[config.mk]
export PLATFORM = sky130hd
export DESIGN_NAME = rtg_top
export DESIGN_NICKNAME = d
export VERILOG_FILES = /design/src/rtl/rtg_pkg.sv /design/src/rtl/rtg_regfile.sv /design/src/rtl/rtg_axis.sv /design/src/rtl/rtg_ctrl.sv /design/src/rtl/rtg_top.sv
export SDC_FILE = /design/constraint.sdc
export NUM_CORES = 1
export LEC_CHECK = 0
export BUFFER_PORTS_ARGS = -buffer_cell sky130_fd_sc_hd__buf_2
export CORE_ASPECT_RATIO = 0.5
export CORE_MARGIN = 2
export CORE_UTILIZATION = 56
export DETAILED_ROUTE_END_ITERATION = 10
export GPL_TIMING_DRIVEN = 0
export MAX_ROUTING_LAYER = met4
export PLACE_DENSITY = 0.73
export SETUP_SLACK_MARGIN = 0.5
export SYNTH_ARGS = -nofsm -noshare
export SYNTH_HDL_FRONTEND = slang
export SYNTH_HIERARCHICAL = 1
export SYNTH_SLANG_ARGS = --single-unit
[constraint.sdc]
create_clock -name clk -period 3.3 [get_ports clk]
set_clock_uncertainty 0.1 [all_clocks]
set_input_delay 0.66 -clock clk [delete_from_list [all_inputs] [get_ports clk]]
set_output_delay 0.66 -clock clk [all_outputs]
set_load 0.02 [all_outputs]
[src/rtl/rtg_pkg.sv]
package rtg_pkg;
    parameter int CNT_W  = 12;
    parameter int REG_AW = 4;
    parameter int REG_DW = 16;

    // default porches and sizes; positions are derived cumulatively
    localparam int DEF_HSYNC = 96;
    localparam int DEF_HBP   = 48;
    localparam int DEF_W     = 640;
    localparam int DEF_HFP   = 16;
    localparam int DEF_VSYNC = 2;
    localparam int DEF_VBP   = 33;
    localparam int DEF_H     = 480;
    localparam int DEF_VFP   = 10;

    localparam int DEF_HAS = DEF_HSYNC + DEF_HBP;
    localparam int DEF_HAE = DEF_HAS + DEF_W;
    localparam int DEF_HT  = DEF_HAE + DEF_HFP;
    localparam int DEF_VAS = DEF_VSYNC + DEF_VBP;
    localparam int DEF_VAE = DEF_VAS + DEF_H;
    localparam int DEF_VT  = DEF_VAE + DEF_VFP;

    localparam int CTL_RUN   = 0;
    localparam int CTL_HPOL  = 1;
    localparam int CTL_VPOL  = 2;
    localparam int CTL_BPOL  = 3;
    localparam int CTL_EVSEL = 4;
    localparam int CTL_W     = 5;

    typedef enum logic [REG_AW-1:0] {
        RA_H_SYNC_END  = 4'd0,
        RA_H_ACT_START = 4'd1,
        RA_H_ACT_END   = 4'd2,
        RA_H_TOTAL     = 4'd3,
        RA_V_SYNC_END  = 4'd4,
        RA_V_ACT_START = 4'd5,
        RA_V_ACT_END   = 4'd6,
        RA_V_TOTAL     = 4'd7,
        RA_EV_LINE     = 4'd8,
        RA_CTRL        = 4'd9
    } reg_addr_e;

    localparam int LAST_ADDR = 9;

    typedef struct packed {
        logic [CNT_W-1:0] sync_end;
        logic [CNT_W-1:0] act_start;
        logic [CNT_W-1:0] act_end;
        logic [CNT_W-1:0] total;
    } axis_cfg_t;

    typedef struct packed {
        axis_cfg_t        h;
        axis_cfg_t        v;
        logic [CNT_W-1:0] ev_line;
        logic             ev_sel;
        logic             hs_pol;
        logic             vs_pol;
        logic             bl_pol;
    } tcfg_t;

    typedef enum logic [1:0] {
        ST_OFF  = 2'd0,
        ST_LOAD = 2'd1,
        ST_RUN  = 2'd2
    } gen_state_e;

    localparam tcfg_t CFG_RESET = '{
        h: '{sync_end: CNT_W'(DEF_HSYNC), act_start: CNT_W'(DEF_HAS),
             act_end: CNT_W'(DEF_HAE), total: CNT_W'(DEF_HT)},
        v: '{sync_end: CNT_W'(DEF_VSYNC), act_start: CNT_W'(DEF_VAS),
             act_end: CNT_W'(DEF_VAE), total: CNT_W'(DEF_VT)},
        ev_line: CNT_W'(DEF_VAE),
        ev_sel: 1'b0,
        hs_pol: 1'b0,
        vs_pol: 1'b0,
        bl_pol: 1'b0
    };
endpackage

[src/rtl/rtg_regfile.sv]
module rtg_regfile
    import rtg_pkg::*;
(
    input  logic              clk,
    input  logic              rst_n,
    input  logic              wr_en,
    input  logic [REG_AW-1:0] wr_addr,
    input  logic [REG_DW-1:0] wr_data,
    output tcfg_t             pend,
    output logic              run_req
);
    logic [CNT_W-1:0] pos_val;
    logic [CTL_W-1:0] ctl_val;

    assign pos_val = wr_data[CNT_W-1:0];
    assign ctl_val = wr_data[CTL_W-1:0];

    always_ff @(posedge clk) begin
        if (!rst_n) begin
            pend    <= CFG_RESET;
            run_req <= 1'b0;
        end else if (wr_en) begin
            case (reg_addr_e'(wr_addr))
                RA_H_SYNC_END:  pend.h.sync_end  <= pos_val;
                RA_H_ACT_START: pend.h.act_start <= pos_val;
                RA_H_ACT_END:   pend.h.act_end   <= pos_val;
                RA_H_TOTAL:     pend.h.total     <= pos_val;
                RA_V_SYNC_END:  pend.v.sync_end  <= pos_val;
                RA_V_ACT_START: pend.v.act_start <= pos_val;
                RA_V_ACT_END:   pend.v.act_end   <= pos_val;
                RA_V_TOTAL:     pend.v.total     <= pos_val;
                RA_EV_LINE:     pend.ev_line     <= pos_val;
                RA_CTRL: begin
                    run_req     <= ctl_val[CTL_RUN];
                    pend.hs_pol <= ctl_val[CTL_HPOL];
                    pend.vs_pol <= ctl_val[CTL_VPOL];
                    pend.bl_pol <= ctl_val[CTL_BPOL];
                    pend.ev_sel <= ctl_val[CTL_EVSEL];
                end
                default: ;
            endcase
        end
    end

    AST_IGNORE_UNMAPPED: assert property (@(posedge clk) disable iff (!rst_n)
        (wr_en && (int'(wr_addr) > LAST_ADDR)) |=> ($stable(pend) && $stable(run_req)));
endmodule

[src/rtl/rtg_axis.sv]
module rtg_axis
    import rtg_pkg::*;
(
    input  logic             clk,
    input  logic             rst_n,
    input  logic             clr,
    input  logic             step,
    input  axis_cfg_t        cfg,
    output logic [CNT_W-1:0] cnt,
    output logic             last,
    output logic             in_sync,
    output logic             in_act
);
    assign last    = (cnt == (cfg.total - CNT_W'(1)));
    assign in_sync = (cnt < cfg.sync_end);
    assign in_act  = (cnt >= cfg.act_start) && (cnt < cfg.act_end);

    always_ff @(posedge clk) begin
        if (!rst_n)      cnt <= '0;
        else if (clr)    cnt <= '0;
        else if (step)   cnt <= last ? '0 : cnt + CNT_W'(1);
    end

    AST_CNT_BELOW_TOTAL: assert property (@(posedge clk) disable iff (!rst_n)
        (cfg.total != '0) |-> (cnt < cfg.total));
    AST_WRAP_TO_ZERO: assert property (@(posedge clk) disable iff (!rst_n)
        (step && last && !clr) |=> (cnt == '0));
endmodule

[src/rtl/rtg_ctrl.sv]
module rtg_ctrl
    import rtg_pkg::*;
(
    input  logic             clk,
    input  logic             rst_n,
    input  tcfg_t            pend,
    input  logic             run_req,
    input  logic [CNT_W-1:0] h_cnt,
    input  logic [CNT_W-1:0] v_cnt,
    input  logic             h_last,
    input  logic             v_last,
    input  logic             h_sync_in,
    input  logic             v_sync_in,
    input  logic             h_act_in,
    input  logic             v_act_in,
    output axis_cfg_t        h_cfg,
    output axis_cfg_t        v_cfg,
    output logic             cnt_clr,
    output logic             running,
    output logic             hsync,
    output logic             vsync,
    output logic             blank,
    output logic             disp_en,
    output logic             vevent
);
    gen_state_e       state, nxt;
    tcfg_t            act;
    logic             frame_end;
    logic             commit;
    logic [CNT_W-1:0] ev_target;

    always_comb begin
        nxt = state;
        unique case (state)
            ST_OFF:  nxt = run_req ? ST_LOAD : ST_OFF;
            ST_LOAD: nxt = ST_RUN;
            ST_RUN:  nxt = run_req ? ST_RUN : ST_OFF;
            default: nxt = ST_OFF;
        endcase
    end

    always_ff @(posedge clk) begin
        if (!rst_n) state <= ST_OFF;
        else        state <= nxt;
    end

    assign frame_end = (state == ST_RUN) && h_last && v_last;
    assign commit    = (state == ST_LOAD) || (frame_end && run_req);

    always_ff @(posedge clk) begin
        if (!rst_n)      act <= CFG_RESET;
        else if (commit) act <= pend;
    end

    assign h_cfg     = act.h;
    assign v_cfg     = act.v;
    assign ev_target = act.ev_sel ? act.ev_line : act.v.act_end;

    always_comb begin
        running = (state == ST_RUN);
        cnt_clr = (state != ST_RUN) || !run_req;
        disp_en = running && h_act_in && v_act_in;
        hsync   = (running && h_sync_in) ? act.hs_pol : !act.hs_pol;
        vsync   = (running && v_sync_in) ? act.vs_pol : !act.vs_pol;
        blank   = disp_en ? !act.bl_pol : act.bl_pol;
        vevent  = running && (h_cnt == '0) && (v_cnt == ev_target);
    end

    AST_LOAD_ONE_CYCLE: assert property (@(posedge clk) disable iff (!rst_n)
        (state == ST_LOAD) |=> (state == ST_RUN));
    AST_STOP_BLANKS: assert property (@(posedge clk) disable iff (!rst_n)
        (state == ST_RUN && !run_req) |=> (!disp_en && h_cnt == '0 && v_cnt == '0));
    AST_CFG_HOLD_IN_FRAME: assert property (@(posedge clk) disable iff (!rst_n)
        (state == ST_RUN && !(h_last && v_last)) |=> $stable(act));
    AST_EVENT_SINGLE: assert property (@(posedge clk) disable iff (!rst_n)
        (vevent && act.h.total > CNT_W'(1)) |=> !vevent);
endmodule

[src/rtl/rtg_top.sv]
module rtg_top
    import rtg_pkg::*;
(
    input  logic              clk,
    input  logic              rst_n,
    input  logic              wr_en,
    input  logic [REG_AW-1:0] wr_addr,
    input  logic [REG_DW-1:0] wr_data,
    output logic              hsync,
    output logic              vsync,
    output logic              blank,
    output logic              disp_en,
    output logic [CNT_W-1:0]  pix_x,
    output logic [CNT_W-1:0]  line_y,
    output logic              vevent
);
    localparam int N_AXIS = 2;

    tcfg_t            pend;
    logic             run_req;
    logic             cnt_clr;
    logic             running;
    axis_cfg_t        ax_cfg  [N_AXIS];
    logic             ax_step [N_AXIS];
    logic [CNT_W-1:0] ax_cnt  [N_AXIS];
    logic             ax_last [N_AXIS];
    logic             ax_sync [N_AXIS];
    logic             ax_act  [N_AXIS];
    axis_cfg_t        h_cfg, v_cfg;

    rtg_regfile u_regs (
        .clk     (clk),
        .rst_n   (rst_n),
        .wr_en   (wr_en),
        .wr_addr (wr_addr),
        .wr_data (wr_data),
        .pend    (pend),
        .run_req (run_req)
    );

    assign ax_cfg[0]  = h_cfg;
    assign ax_cfg[1]  = v_cfg;
    assign ax_step[0] = running;
    assign ax_step[1] = running && ax_last[0];

    for (genvar a = 0; a < N_AXIS; a++) begin : g_axis
        rtg_axis u_axis (
            .clk     (clk),
            .rst_n   (rst_n),
            .clr     (cnt_clr),
            .step    (ax_step[a]),
            .cfg     (ax_cfg[a]),
            .cnt     (ax_cnt[a]),
            .last    (ax_last[a]),
            .in_sync (ax_sync[a]),
            .in_act  (ax_act[a])
        );
    end

    rtg_ctrl u_ctrl (
        .clk       (clk),
        .rst_n     (rst_n),
        .pend      (pend),
        .run_req   (run_req),
        .h_cnt     (ax_cnt[0]),
        .v_cnt     (ax_cnt[1]),
        .h_last    (ax_last[0]),
        .v_last    (ax_last[1]),
        .h_sync_in (ax_sync[0]),
        .v_sync_in (ax_sync[1]),
        .h_act_in  (ax_act[0]),
        .v_act_in  (ax_act[1]),
        .h_cfg     (h_cfg),
        .v_cfg     (v_cfg),
        .cnt_clr   (cnt_clr),
        .running   (running),
        .hsync     (hsync),
        .vsync     (vsync),
        .blank     (blank),
        .disp_en   (disp_en),
        .vevent    (vevent)
    );

    assign pix_x  = ax_cnt[0];
    assign line_y = ax_cnt[1];
endmodule

**Word level (Yosys, flattened, before mapping)**

Index checks and enable logic that the tools add are counted.
Widths: inputs -> output; s select.

- Eq/ne operators: 15
- $add $sub $neg: 4
- Order comparisons: 6
- Bitwise logic cells: 1
- Reduce and logical (&&, ||, !) cells: 31
- Muxes and demuxes: 9

Operators by type and width:

| operator | count |
|---|---|
| $lt 12x12->1 | 4 |
| $eq 12x12->1 | 3 |
| $mux 12 | 3 |
| $add 12x1->12 const B | 2 |
| $ge 12x12->1 | 2 |
| $sub 12x1->12 const B | 2 |
| $reduce_and 2->1 | 10 |
| $eq 4x3->1 const B | 4 |
| $logic_not 12->1 | 1 |
| $logic_and 1x1->1 | 11 |
| $eq 4x2->1 const B | 2 |
| $eq 4x4->1 const B | 2 |
| $pmux 2 s3 | 1 |
| $eq 4x1->1 const B | 1 |
| $logic_not 1->1 | 4 |
| $logic_not 4->1 | 1 |
| $mux 1 | 4 |
| $eq 2x1->1 const B | 1 |
| $eq 2x2->1 const B | 1 |
| $logic_not 2->1 | 1 |
| $logic_or 1x1->1 | 2 |
| $mux 2 | 1 |
| $ne 2x2->1 const B | 1 |
| $reduce_or 2->1 | 1 |
| $not 1->1 | 1 |

- Flip-flop bits (word level): 251
- Bits of input ports: 23

**Logic depth before layout (Yosys ltp)**

Gate-level depths: netlist (run 1).

- Depth in word-level cells: 6
- Mapped depth: 14
- Mapped depth without buffers: 13

**Modules after synthesis**

The synthesis (run 1) kept the hierarchy.

By module, submodules not included:

| module | instances | cells each | area each (um^2) | sequential area each (um^2) |
|---|---|---|---|---|
| rtg_ctrl | 1 | 632 | 5310.1 | 2282.2 |
| rtg_regfile | 1 | 416 | 4217.8 | 2262.2 |
| rtg_axis | 2 | 240 | 1829.3 | 240.2 |
| rtg_top | 1 | 1 | 6.3 | 0.0 |

**Worst setup path after synthesis (run 1)**

OpenSTA, ideal clock, no wires.

- Path type: register to register
- Start: reg u_ctrl.act (netlist bit u_ctrl/h_cfg[3])
- End: reg g_axis[1].u_axis.cnt[11]
- Arrival time: 3.271 ns
- Slack: -0.192 ns
- Clock period less this slack: 3.492 ns
- Stages on the path, launching flop included: 14
- Data required time: 3.079 ns
- Path through: dfxtp_1 buf_4 buf_6 or4_4 or4b_4 or3b_1 a31oi_1 o221ai_2 inv_1 and2_1 nand4_1 nor3_1 xnor2_1 nor2_1

RTL lines:

| element | line | RTL |
|---|---|---|
| start: declaration | rtg_ctrl.sv:27 | `tcfg_t act;` |
| start signal: assignment | rtg_ctrl.sv:52 | `else if (commit) act <= pend;` |
| end signal: assignment | rtg_axis.sv:21 | `else if (step) cnt <= last ? '0 : cnt + CNT_W'(1);` |
| end: declaration | rtg_axis.sv:9 | `output logic [CNT_W-1:0] cnt,` |

==> impl_results.md, run 1 <==
- CTS Hold Bufs: 0
- Combinational share of power: 0.042
- EDFF count, synth: 0
- Syn. warnings: 6
- Most frequent cells in the layout: nand2_1 (303), dfxtp_1 (218), buf_4 (122), mux2i_1 (106), inv_1 (82)
- Setup crit end: u_ctrl/v_cfg[25]$_SDFFE_PN1P_
- Worst slew margin: 0.445
- Initial antenna violation count: 2
- Clk network pwr share: 0.467
- Later-pin clock latency in the skew report: 0.53 ns
- Placed standard-cell area: 0.0139 mm^2
- Failing checks: negative setup slack
- Critical Path RT: 3.58 ns
- Unrepaired setup endpoints after global routing: yes
- Fin. max-slew vios: 0
- Fillers: 1693
- Gpl congestion: 0.906
- FF+latch count, synth: 251
- Sink Count: 251
- Setup_tns: -14.65 ns
- RR Endpoint: u_ctrl/v_cfg[25]$_SDFFE_PN1P_
- Worst Path Max Fanout: 5
- Post-route insts no fill: 1983
- Leak: 0.00717 uW
- # setup viols final: 127
- Fraction of registers with async set/reset: 0
- Register area share after synthesis: 0.381
- Peak VDD IR: 392 uV
- Row Count: 39
- Final period util: 1.05
- Synth Instances: 1529
- Vias: 11200
- # port buffers: 45
- Die width: 221 um
- Final setup margin: -0.178 ns
- Largest net degree at the start of global routing: 16
- Critical path class: reg -> reg
- Total wire length: 38.9 mm
- Grt total ovfl: 0
- Sw frac: 0.222
- Synth top area share: 0.381
- Post-layout nets: 1755
- Root Buffer: clkbuf_16
- First-pass GRT wire length: 59.2 mm
- Average wire per standard cell: 19.6 um
- First-pass iteration count of the detailed router: 5
- Reg2reg path depth: 13
- P_sw: 1380 uW
- CTS max path bufs: 3
- Post-route DRC: 0
- Power share of the sequential group: 0.491
- Vias per cell: 5.64
- Vias in the first global route: 10900
- Inst Count DP: 1881
- Most common cell after layout, fill and taps aside: nand2_1
- Mapped Area: 0.0132 mm^2
- Post-synth top area cell: dfxtp_1
- Dpl hpwl: 25.1 mm
- Min Hold Slack: 0.289 ns
- Synth Net Count: 1624
- Fin crit period: 3.48 ns
- Die Y: 113 um
- GR Util All Layers: 0.311
- Ys flop type: dfxtp_1
- HP Class: in -> reg
- Die area: 0.0249 mm^2
- Worst Tran Pin Value: 0.832 ns
- Status: finished with violations
- Layout cells sized above 1: 0.276
- CP Capture Type: register
- Main area contributors after synthesis: dfxtp_1 (38%), nand2_1 (10%), mux2i_1 (8.1%), ha_1 (6.8%), buf_4 (5.9%)
- Achievable Freq: 288 MHz
- Area Overhead vs Synth: 23.9%
- ANT nets after route: 0
- Final Instance Area: 0.0163 mm^2
- Final hold vios: 0
- Core Region: 0.0230 mm^2
- Syn Area/Cell: 8.63 um^2
- Origin of the critical flop-to-flop path: u_ctrl/v_cfg[4]$_SDFFE_PN0P_
- CTS HTree Levels: 1
- CTS tree: built
- Initial DRC Count: 845
- Worst Path Arrival: 3.76 ns
- Number of I/O pins: 52
- Starting Density: 0.574
- R2r setup slk: -0.18 ns
- Clk slew on worst S/H paths: 0.07 ns
- Pwr Density: 381 mW/mm^2
- Max Cap Viol: 0
- CP startpoint kind: register
- Internal power: 4840 uW
- Cell variety after synth: 64
- CTS buffer count: 23
- Critical Path Start: u_ctrl/v_cfg[4]$_SDFFE_PN0P_
==> state kept, by name, indices dropped and copies added, names as in the netlist <==
name               cells
g_axis.u_axis/cnt     24
u_ctrl/act            16
u_ctrl/h_cfg          48
u_ctrl/state           2
u_ctrl/v_cfg          48
u_regs/pend          112
u_regs/run_req         1
==> what timing repair did <==
| action | CTS | global route |
|---|---|---|
| setup buffers | 28 | 14 |
| cloned | 15 | 4 |
| gates resized for setup | 171 | 70 |
| endpoints found under the setup margin | 140 | 141 |
| pin swaps | 80 | 51 |
==> power by group through the flow <==
stage          logic (uW)  registers (uW)  clock network (uW)
5_1_grt               271            3060                3060
4_1_cts               246            3060                2920
3_5_place_dp          231            3130                   0
2_1_floorplan         142            3130                   0
6_report              260            3060                2910
3_3_place_gp          227            3130                   0
==> stage by stage <==
stage / utilization / worst slack [ns] / total power (uW)
after floorplan: - / 0.0208 / 3270
after global placement: 0.606 / -0.393 / 3360
after detailed placement: 0.606 / -0.468 / 3360
after CTS: 0.690 / -0.182 / 6220
after global routing: 0.711 / -0.374 / 6390
final: 0.711 / -0.178 / 6230
==> layout make-up <==
type	count	area [um^2]	share of cell area
multi-input combinational	1020	7240	0.443
sequential	251	5080	0.311
buffer	170	1360	0.0835
timing repair buffer	104	1110	0.0679
clock buffer	31	657	0.0402
tap	307	384	0.0235
inverter	90	352	0.0215
clock inverter	9	149	0.00911
antenna	1	2.50	0.000153
==> worst min-delay path by stage <==
stage | slack [ns] | from | endpoint | depth (start not counted)
2_1_floorplan | 0.31 | u_ctrl/state[1]$_SDFF_PN0_ | u_ctrl/state[0]$_SDFF_PN0_ | 1
3_3_place_gp | 0.33 | u_ctrl/state[1]$_SDFF_PN0_ | u_ctrl/state[0]$_SDFF_PN0_ | 1
3_5_place_dp | 0.34 | u_ctrl/state[1]$_SDFF_PN0_ | u_ctrl/state[0]$_SDFF_PN0_ | 1
4_1_cts | 0.28 | wr_data[7] | u_regs/pend[95]$_SDFFE_PN1P_ | 3
5_1_grt | 0.31 | wr_data[7] | u_regs/pend[95]$_SDFFE_PN1P_ | 3
6_report | 0.29 | wr_data[7] | u_regs/pend[95]$_SDFFE_PN1P_ | 3
==> worst max-delay path, stage by stage, from the launching register on <==
cell and delay [ns]:
dfxtp_2 0.34, buf_6 0.13, or4_4 0.52, or4b_4 0.53
or3b_4 0.40, a31oi_4 0.16, o221ai_4 0.14, inv_4 0.12
buf_6 0.11, a41oi_4 0.22, clkbuf_16 0.26, clkbuf_16 0.17
nand2_1 0.06, nand3_1 0.07
==> metal layers <==
layer | up-vias | track usage | routed length (um)
met5 | - | - | 0
met4 | 0 | 0.0890 | 1190
met3 | 94 | 0.0521 | 2440
met2 | 403 | 0.508 | 17900
met1 | 5396 | 0.400 | 17300
li1 | 5286 | - | -
==> synth_stat cells, types with 12 or more instances <==
library cell	n
a21boi_0	32
a21boi_1	56
a21o_1	20
a21oi_1	23
buf_2	17
buf_4	103
buf_6	20
clkbuf_1	28
dfxtp_1	251
ha_1	72
inv_1	90
mux2i_1	107
nand2_1	362
nand2b_1	16
nand3_1	46
nand3b_1	13
nand4_1	14
nor2_1	38
nor2b_1	21
nor3_1	12
o211ai_1	17
o21ai_0	30
xnor2_1	18
xor2_1	35
==> cell families after synthesis <==
family / share of synthesized area
xor gates and xnor gates: 0.0352
muxes: 0.0829
adders and majority gates: 0.0683
DFF: 0.381
buffers and inverters: 0.116
AOI/OAI and AO/OA: 0.120
and+or+nand+nor: 0.196
Power figures use the tool's default switching activity.
==> run 2, diff against run 1 <==
- REMOVE_ABC_BUFFERS: unset -> 1
==> run 2 against run 1 <==
Net effect: the flow still finishes with violations (negative setup slack); routed wire length up 5.2%; global-route usage decreased by 2.4 points; critical path depth fell by 3; combinational power shrank 5%; register-to-register slack worse by 0.08 ns; non-clock buffer count down 142; count of clock-buffer cells in the layout is 1 lower; sequential share of layout area grew 0.53 points; sequential power about the same; hold slack better by 0.030 ns; first-iteration DRC count grew 33%; largest power group unchanged.
==> impl_results.md, run 2 (same netlist as run 1, synthesis figures left out) <==
- Ant. Diodes: 0 (-1)
- Gpl congestion: 0.866 (-4.4%)
- Largest register FFs: 112 (unchanged)
- Final hold vios: 0 (unchanged)
- Final period util: 1.08 (+0.0227)
- Leak: 0.00680 uW (-5.3%)
- Worst Path Arrival: 3.86 ns (+0.10 ns)
- Post-route DRC: 0 (unchanged)
- CTS buffer count: 23 (unchanged)
- Max Cap Viol: 0 (unchanged)
- Total power: 6130 uW (-1.6%)
- Biggest register: u_regs/pend
- Average wire per standard cell: 22.2 um (+13%)
- Row Count: 39 (unchanged)
- Worst Tran Pin Value: 1.12 ns (+0.292 ns)
- Initial antenna violation count: 0 (-2)
- Unrepaired setup endpoints after global routing: yes
- First-pass GRT wire length: 55.6 mm (-6.2%)
- Die Y: 113 um (unchanged)
- Placed standard-cell area: 0.0128 mm^2 (-8.0%)
- Vias: 11300 (+1.1%)
- Achievable Freq: 281 MHz (-2.1%)
- Status: finished with violations
- Reg2reg path depth: 10 (-3)
- HP Class: in -> reg
- Starting Density: 0.574 (unchanged)
- Post-layout nets: 1616 (-7.9%)
- Initial DRC Count: 1128 (+33%)
- Die width: 221 um (unchanged)
- Hold Path Stages: 3 (unchanged)
- Sink Count: 251 (unchanged)
- Clk slew on worst S/H paths: 0.07 ns (about the same)
- CTS Hold Bufs: 0 (unchanged)
- ANT nets after route: 0 (unchanged)
- CP startpoint kind: register
- Root Buffer: clkbuf_16
- Final Instance Area: 0.0162 mm^2 (-1.0%)
- Most common cell after layout, fill and taps aside: nand2_1
- Grt total ovfl: 0 (unchanged)
- Final setup margin: -0.253 ns (-0.0750 ns)
- Largest net degree at the start of global routing: 159 (+143)
- Peak VDD IR: 369 uV (-5.8%)
- Fin crit period: 3.55 ns (+0.0750 ns)
- Vias in the first global route: 10500 (-3.6%)
- CTS max path bufs: 3 (unchanged)
- Later-pin clock latency in the skew report: 0.52 ns (about the same)
- Worst slew margin: 0.246 (-0.199)
- Core Region: 0.0230 mm^2 (unchanged)
- Critical path class: reg -> reg
- Most frequent cells in the layout: nand2_1 (244), dfxtp_1 (212), mux2i_1 (105), inv_1 (81), nand2_4 (64)
- First-pass iteration count of the detailed router: 5 (unchanged)
- Area Overhead vs Synth: 22.6%
- CTS HTree Levels: 1 (unchanged)
- # setup viols final: 128 (+0.79%)
- Layout cells sized above 1: 0.302 (+0.0257)
- CP Capture Type: register
- Dpl hpwl: 19.8 mm (-21%)
- Critical Path RT: 3.61 ns (+0.03 ns)
- Failing checks: negative setup slack
- Vias per cell: 6.13 (+8.7%)
- Total wire length: 40.9 mm (+5.2%)
- CTS tree: built
- Die area: 0.0249 mm^2 (unchanged)
- Number of I/O pins: 52 (unchanged)
- # port buffers: 47 (+4.4%)
- Worst Path Max Fanout: 13 (+8)
- GR Util All Layers: 0.287 (-0.0241)
- Pwr Density: 379 mW/mm^2 (-0.58%)
- Fin. max-slew vios: 0 (unchanged)
-- run 2: critical path: stages, from the launching register on --
cell	delay [ns]
dfxtp_2	0.36
or4_4	0.54
or4b_4	0.53
or3b_1	0.41
a31oi_2	0.18
o221ai_2	0.17
inv_2	0.18
buf_6	0.14
a41o_2	0.44
nand2_1	0.13
a21boi_0	0.28
-- run 2: repair_timing --
action	4_1_cts	5_1_grt
gates resized for setup	203	242
pin swaps	89	174
buffers inserted	50	9
cloned	18	7
setup endpoints to repair	139	141
-- run 2: stage by stage --
step	worst slack, ns	utilization	TNS, ns	hold slack (ns)	std cells
after floorplan	-1.72	-	-192.19	0.313	1359
after global placement	-3.68	0.549	-595.80	0.321	1713
after detailed placement	-0.784	0.557	-72.76	0.343	1719
after CTS	-0.0953	0.655	-5.10	0.300	1827
after global routing	-0.314	0.704	-25.28	0.333	1843
final	-0.253	0.704	-16.90	0.319	1843
-- run 2: worst paths after layout --
check                                from                           end  slack (ns)
min reg2reg  u_regs/pend[14]$_SDFFE_PN0P_   u_ctrl/act[14]$_SDFFE_PN0P_        0.35
min                            wr_data[7]  u_regs/pend[95]$_SDFFE_PN1P_        0.32
max reg2reg  u_ctrl/v_cfg[4]$_SDFFE_PN0P_    u_ctrl/act[0]$_SDFFE_PN0P_       -0.25
max          u_ctrl/v_cfg[4]$_SDFFE_PN0P_    u_ctrl/act[0]$_SDFFE_PN0P_       -0.25
-- run 2: routing by layer --
layer / share of wire / vias up / global-route usage / routed length [um]
met5: 0 / - / - / 0
met4: 0.056 / 0 / 0.107 / 2300
met3: 0.071 / 194 / 0.0393 / 2910
met2: 0.48 / 609 / 0.493 / 19500
met1: 0.40 / 5466 / 0.346 / 16200
li1: - / 5029 / - / -
-- run 2: where the power goes --
group / total, uW / switching (uW) / internal [uW]
Combinational: 248 / 162 / 86.7
Sequential: 3050 / 18.2 / 3040
Clock: 2820 / 1230 / 1590
Total: 6130 / 1410 / 4710
-- run 2: area by class of cell --
| type | count | area, um^2 |
|---|---|---|
| Fill cell | 1446 | 6810 |
| Clock inverter | 10 | 133 |
| Multi-Input combinational cell | 1023 | 7920 |
| Inverter | 90 | 344 |
| Tap cell | 307 | 384 |
| Clock buffer | 30 | 632 |
| Sequential cell | 251 | 5110 |
| Timing Repair Buffer | 132 | 1650 |
==> run 3, diff against run 2 <==
--- a/config.mk
+++ b/config.mk
@@ -11,2 +11,3 @@
 export CORE_UTILIZATION = 56
+export CTS_CLUSTER_SIZE = 30
 export DETAILED_ROUTE_END_ITERATION = 10
==> constraint.sdc (replaced) <==
create_clock -name clk -period 3.05 [get_ports clk]
set_clock_uncertainty 0.1 [all_clocks]
set_input_delay 0.305 -clock clk [delete_from_list [all_inputs] [get_ports clk]]
set_output_delay 0.305 -clock clk [all_outputs]
set_load 0.02 [all_outputs]
==> run 3 against run 2 <==
Net effect: the flow still finishes with violations (negative setup slack); first-iteration DRC count fell by 20%; flip-flop and latch count stayed put; global-route usage hardly changed; cell count is 0.16% higher; count of clock-buffer cells in the layout did not move; fmax grew 1.9%; non-clock buffer count increased by 4; via count is 4.3% lower; clock power rose by 7%; core utilization decreased by 1.5 points; sequential power increased by 8.5%; sequential share of layout area up 0.57 points; critical path type unchanged; critical endpoint is now u_ctrl/v_cfg[14]$_SDFFE_PN0P_; largest cell class unchanged.
==> impl_results.md, run 3 (same netlist as run 1, synthesis figures left out) <==
- Critical Path RT: 3.40 ns (-0.21 ns)
- Vias in the first global route: 10500 (-0.33%)
- Post-route insts no fill: 1846 (+0.16%)
- P_sw: 1480 uW (+4.4%)
- Origin of the critical flop-to-flop path: u_ctrl/v_cfg[4]$_SDFFE_PN0P_
- Initial antenna violation count: 0 (unchanged)
- Starting Density: 0.574 (unchanged)
- CP startpoint kind: register
- Worst slew margin: 0.262 (+0.0160)
- CP Capture Type: register
- # setup viols final: 125 (-2.3%)
- Vias per cell: 5.86 (-4.4%)
- Average wire per standard cell: 20.4 um (-8.0%)
- Combinational share of power: 0.041 (about the same)
- Clk network pwr share: 0.457 (-0.004)
- CTS max path bufs: 3 (unchanged)
- First-pass GRT wire length: 55.7 mm (+0.12%)
- Die width: 221 um (unchanged)
- Total wire length: 37.7 mm (-7.8%)
- Worst Path Max Fanout: 8 (-5)
- Root Buffer: clkbuf_16
- Max Cap Viol: 0 (unchanged)
- Most frequent cells in the layout: nand2_1 (263), dfxtp_1 (218), mux2i_1 (107), inv_1 (86), ha_1 (67)
- Row Count: 39 (unchanged)
- Largest net degree at the start of global routing: 159 (unchanged)
- Die Y: 113 um (unchanged)
- Fin crit period: 3.49 ns (-0.0651 ns)
- RR Endpoint: u_ctrl/v_cfg[14]$_SDFFE_PN0P_
- Status: finished with violations
- Sw frac: 0.224 (-0.00646)
- Clk slew on worst S/H paths: 0.07 ns (about the same)
- Layout cells sized above 1: 0.264 (-0.0383)
- Later-pin clock latency in the skew report: 0.52 ns (about the same)
- Final period util: 1.14 (+0.0669)
- Post-layout nets: 1619 (+0.19%)
- Critical Path Start: u_ctrl/v_cfg[4]$_SDFFE_PN0P_
- Ant. Diodes: 0 (unchanged)
- Vias: 10800 (-4.3%)
- Reg2reg path depth: 13 (+3)
- Critical path class: reg -> reg
- Pwr Density: 416 mW/mm^2 (+9.8%)
- Failing checks: negative setup slack
- Die area: 0.0249 mm^2 (unchanged)
- R2r setup slk: -0.44 ns (-0.18 ns)
- Total power: 6580 uW (+7.4%)
- GR Util All Layers: 0.287 (+0.000387)
- Largest register FFs: 112 (unchanged)
- Power share of the sequential group: 0.503 (+0.004)
- Grt total ovfl: 0 (unchanged)
- Critical Path Max Stage Delay: 0.56 ns (+0.02 ns)
- Leak: 0.00665 uW (-2.1%)
- Post-route DRC: 0 (unchanged)
- Fin. max-slew vios: 0 (unchanged)
- Final setup margin: -0.438 ns (-0.185 ns)
- Sink Count: 251 (unchanged)
- Setup crit end: u_ctrl/v_cfg[14]$_SDFFE_PN0P_
- Dpl hpwl: 19.8 mm (unchanged)
- Pre-CTS setup slack: -1.03 ns (-0.250 ns)
- CTS HTree Levels: 1 (unchanged)
- Final Instance Area: 0.0158 mm^2 (-2.2%)
- Final hold vios: 0 (unchanged)
- Worst Tran Pin Value: 1.10 ns (-0.0239 ns)
- HP Class: in -> reg
- Internal power: 5110 uW (+8.3%)
- # port buffers: 47 (unchanged)
- Most used cell, CP: buf_12
- Inst Count DP: 1719 (unchanged)
- CTS buffer count: 23 (unchanged)
- Initial DRC Count: 907 (-20%)
- Area Overhead vs Synth: 19.9%
- Unrepaired setup endpoints after global routing: yes
- Biggest register: u_regs/pend
- Number of I/O pins: 52 (unchanged)
- ANT nets after route: 0 (unchanged)
- Worst Path Arrival: 3.83 ns (-0.03 ns)
- Critical path's slowest cell: or4b_4
- CTS tree: built
- Crit-path cells: or4_4, or4b_4, or3b_4, a31oi_4, o221ai_4, inv_2, a41o_4, buf_12, buf_12, buf_12, buf_16, nand2_2, a21boi_1
- Placed standard-cell area: 0.0128 mm^2 (unchanged)
- Core Region: 0.0230 mm^2 (unchanged)
- First-pass iteration count of the detailed router: 6 (+1)
- Achievable Freq: 287 MHz (+1.9%)
- Gpl congestion: 0.866 (unchanged)
- Peak VDD IR: 321 uV (-13%)
- Most common cell after layout, fill and taps aside: nand2_1
-- run 3: changes by cell type in the layout (fill, tap and decap cells not counted), sizes merged --
cell         previous run  this run
dlygate4sd3             0         8
inv                    89        90
a41o                    4         3
buf                   125       122
clkbuf                 36        35
clkinvlp                1         0
-- run 3: through the flow --
stage / utilization / TNS, ns / hold slack [ns]
floorplan: - / -221.70 / 0.277
global placement: 0.549 / -609.13 / 0.321
detailed placement: 0.557 / -103.65 / 0.343
CTS: 0.654 / -34.64 / 0.0368
global route: 0.688 / -51.72 / 0.0350
finish: 0.688 / -43.67 / 0.0507
-- run 3: per-layer routing --
layer  GRT usage  vias up  wire, um
met1       0.348     5221     15200
met5           -        -         0
met3      0.0366      133      2490
li1            -     5031         -
met2       0.494      431     18200
met4       0.106        0      1770
-- run 3: worst min-delay path by stage --
stage | start | to | slack [ns] | cells past startpoint
2_1_floorplan | rst_n | u_ctrl/act[13]$_SDFFE_PN1P_ | 0.28 | 1
3_3_place_gp | u_ctrl/state[1]$_SDFF_PN0_ | u_ctrl/state[0]$_SDFF_PN0_ | 0.32 | 1
3_5_place_dp | u_ctrl/act[9]$_SDFFE_PN0P_ | u_ctrl/act[9]$_SDFFE_PN0P_ | 0.34 | 2
4_1_cts | wr_data[0] | u_regs/pend[4]$_SDFFE_PN1P_ | 0.04 | 3
5_1_grt | wr_data[0] | u_regs/pend[4]$_SDFFE_PN1P_ | 0.03 | 3
6_report | wr_data[0] | u_regs/pend[4]$_SDFFE_PN1P_ | 0.05 | 3
-- run 3: cell type report --
| type | instances | area (um^2) |
|---|---|---|
| clock buffer | 30 | 632 |
| multi-input combinational | 1022 | 7640 |
| tap | 307 | 384 |
| timing repair buffer | 136 | 1600 |
| fill | 1553 | 7160 |
| inverter | 90 | 338 |
| clock inverter | 10 | 133 |
| sequential | 251 | 5090 |
-- run 3: worst max-delay path: cells and delay by family, from the launching register on --
kind | cells | cell delay [ns]
DFF | 1 | 0.35
and+or+nand+nor | 4 | 1.54
buffers and inverters | 5 | 0.63
AOI/OAI and AO/OA | 4 | 0.77
-- run 3: power by group through the flow --
stage / combinational, uW / sequential, uW / clock [uW]
after floorplan: 100 / 3390 / 0
after global placement: 210 / 3390 / 0
after detailed placement: 214 / 3390 / 0
after CTS: 245 / 3310 / 3010
after global routing: 279 / 3310 / 3140
final: 267 / 3310 / 3010
-- run 3: repair_timing --
action,4_1_cts,5_1_grt
cloned,18,4
pin swaps,105,75
resized for setup,197,163
endpoints found under the setup margin,141,141
hold buffers,8,0
endpoints found under the hold margin,10,0
setup buffers,42,15
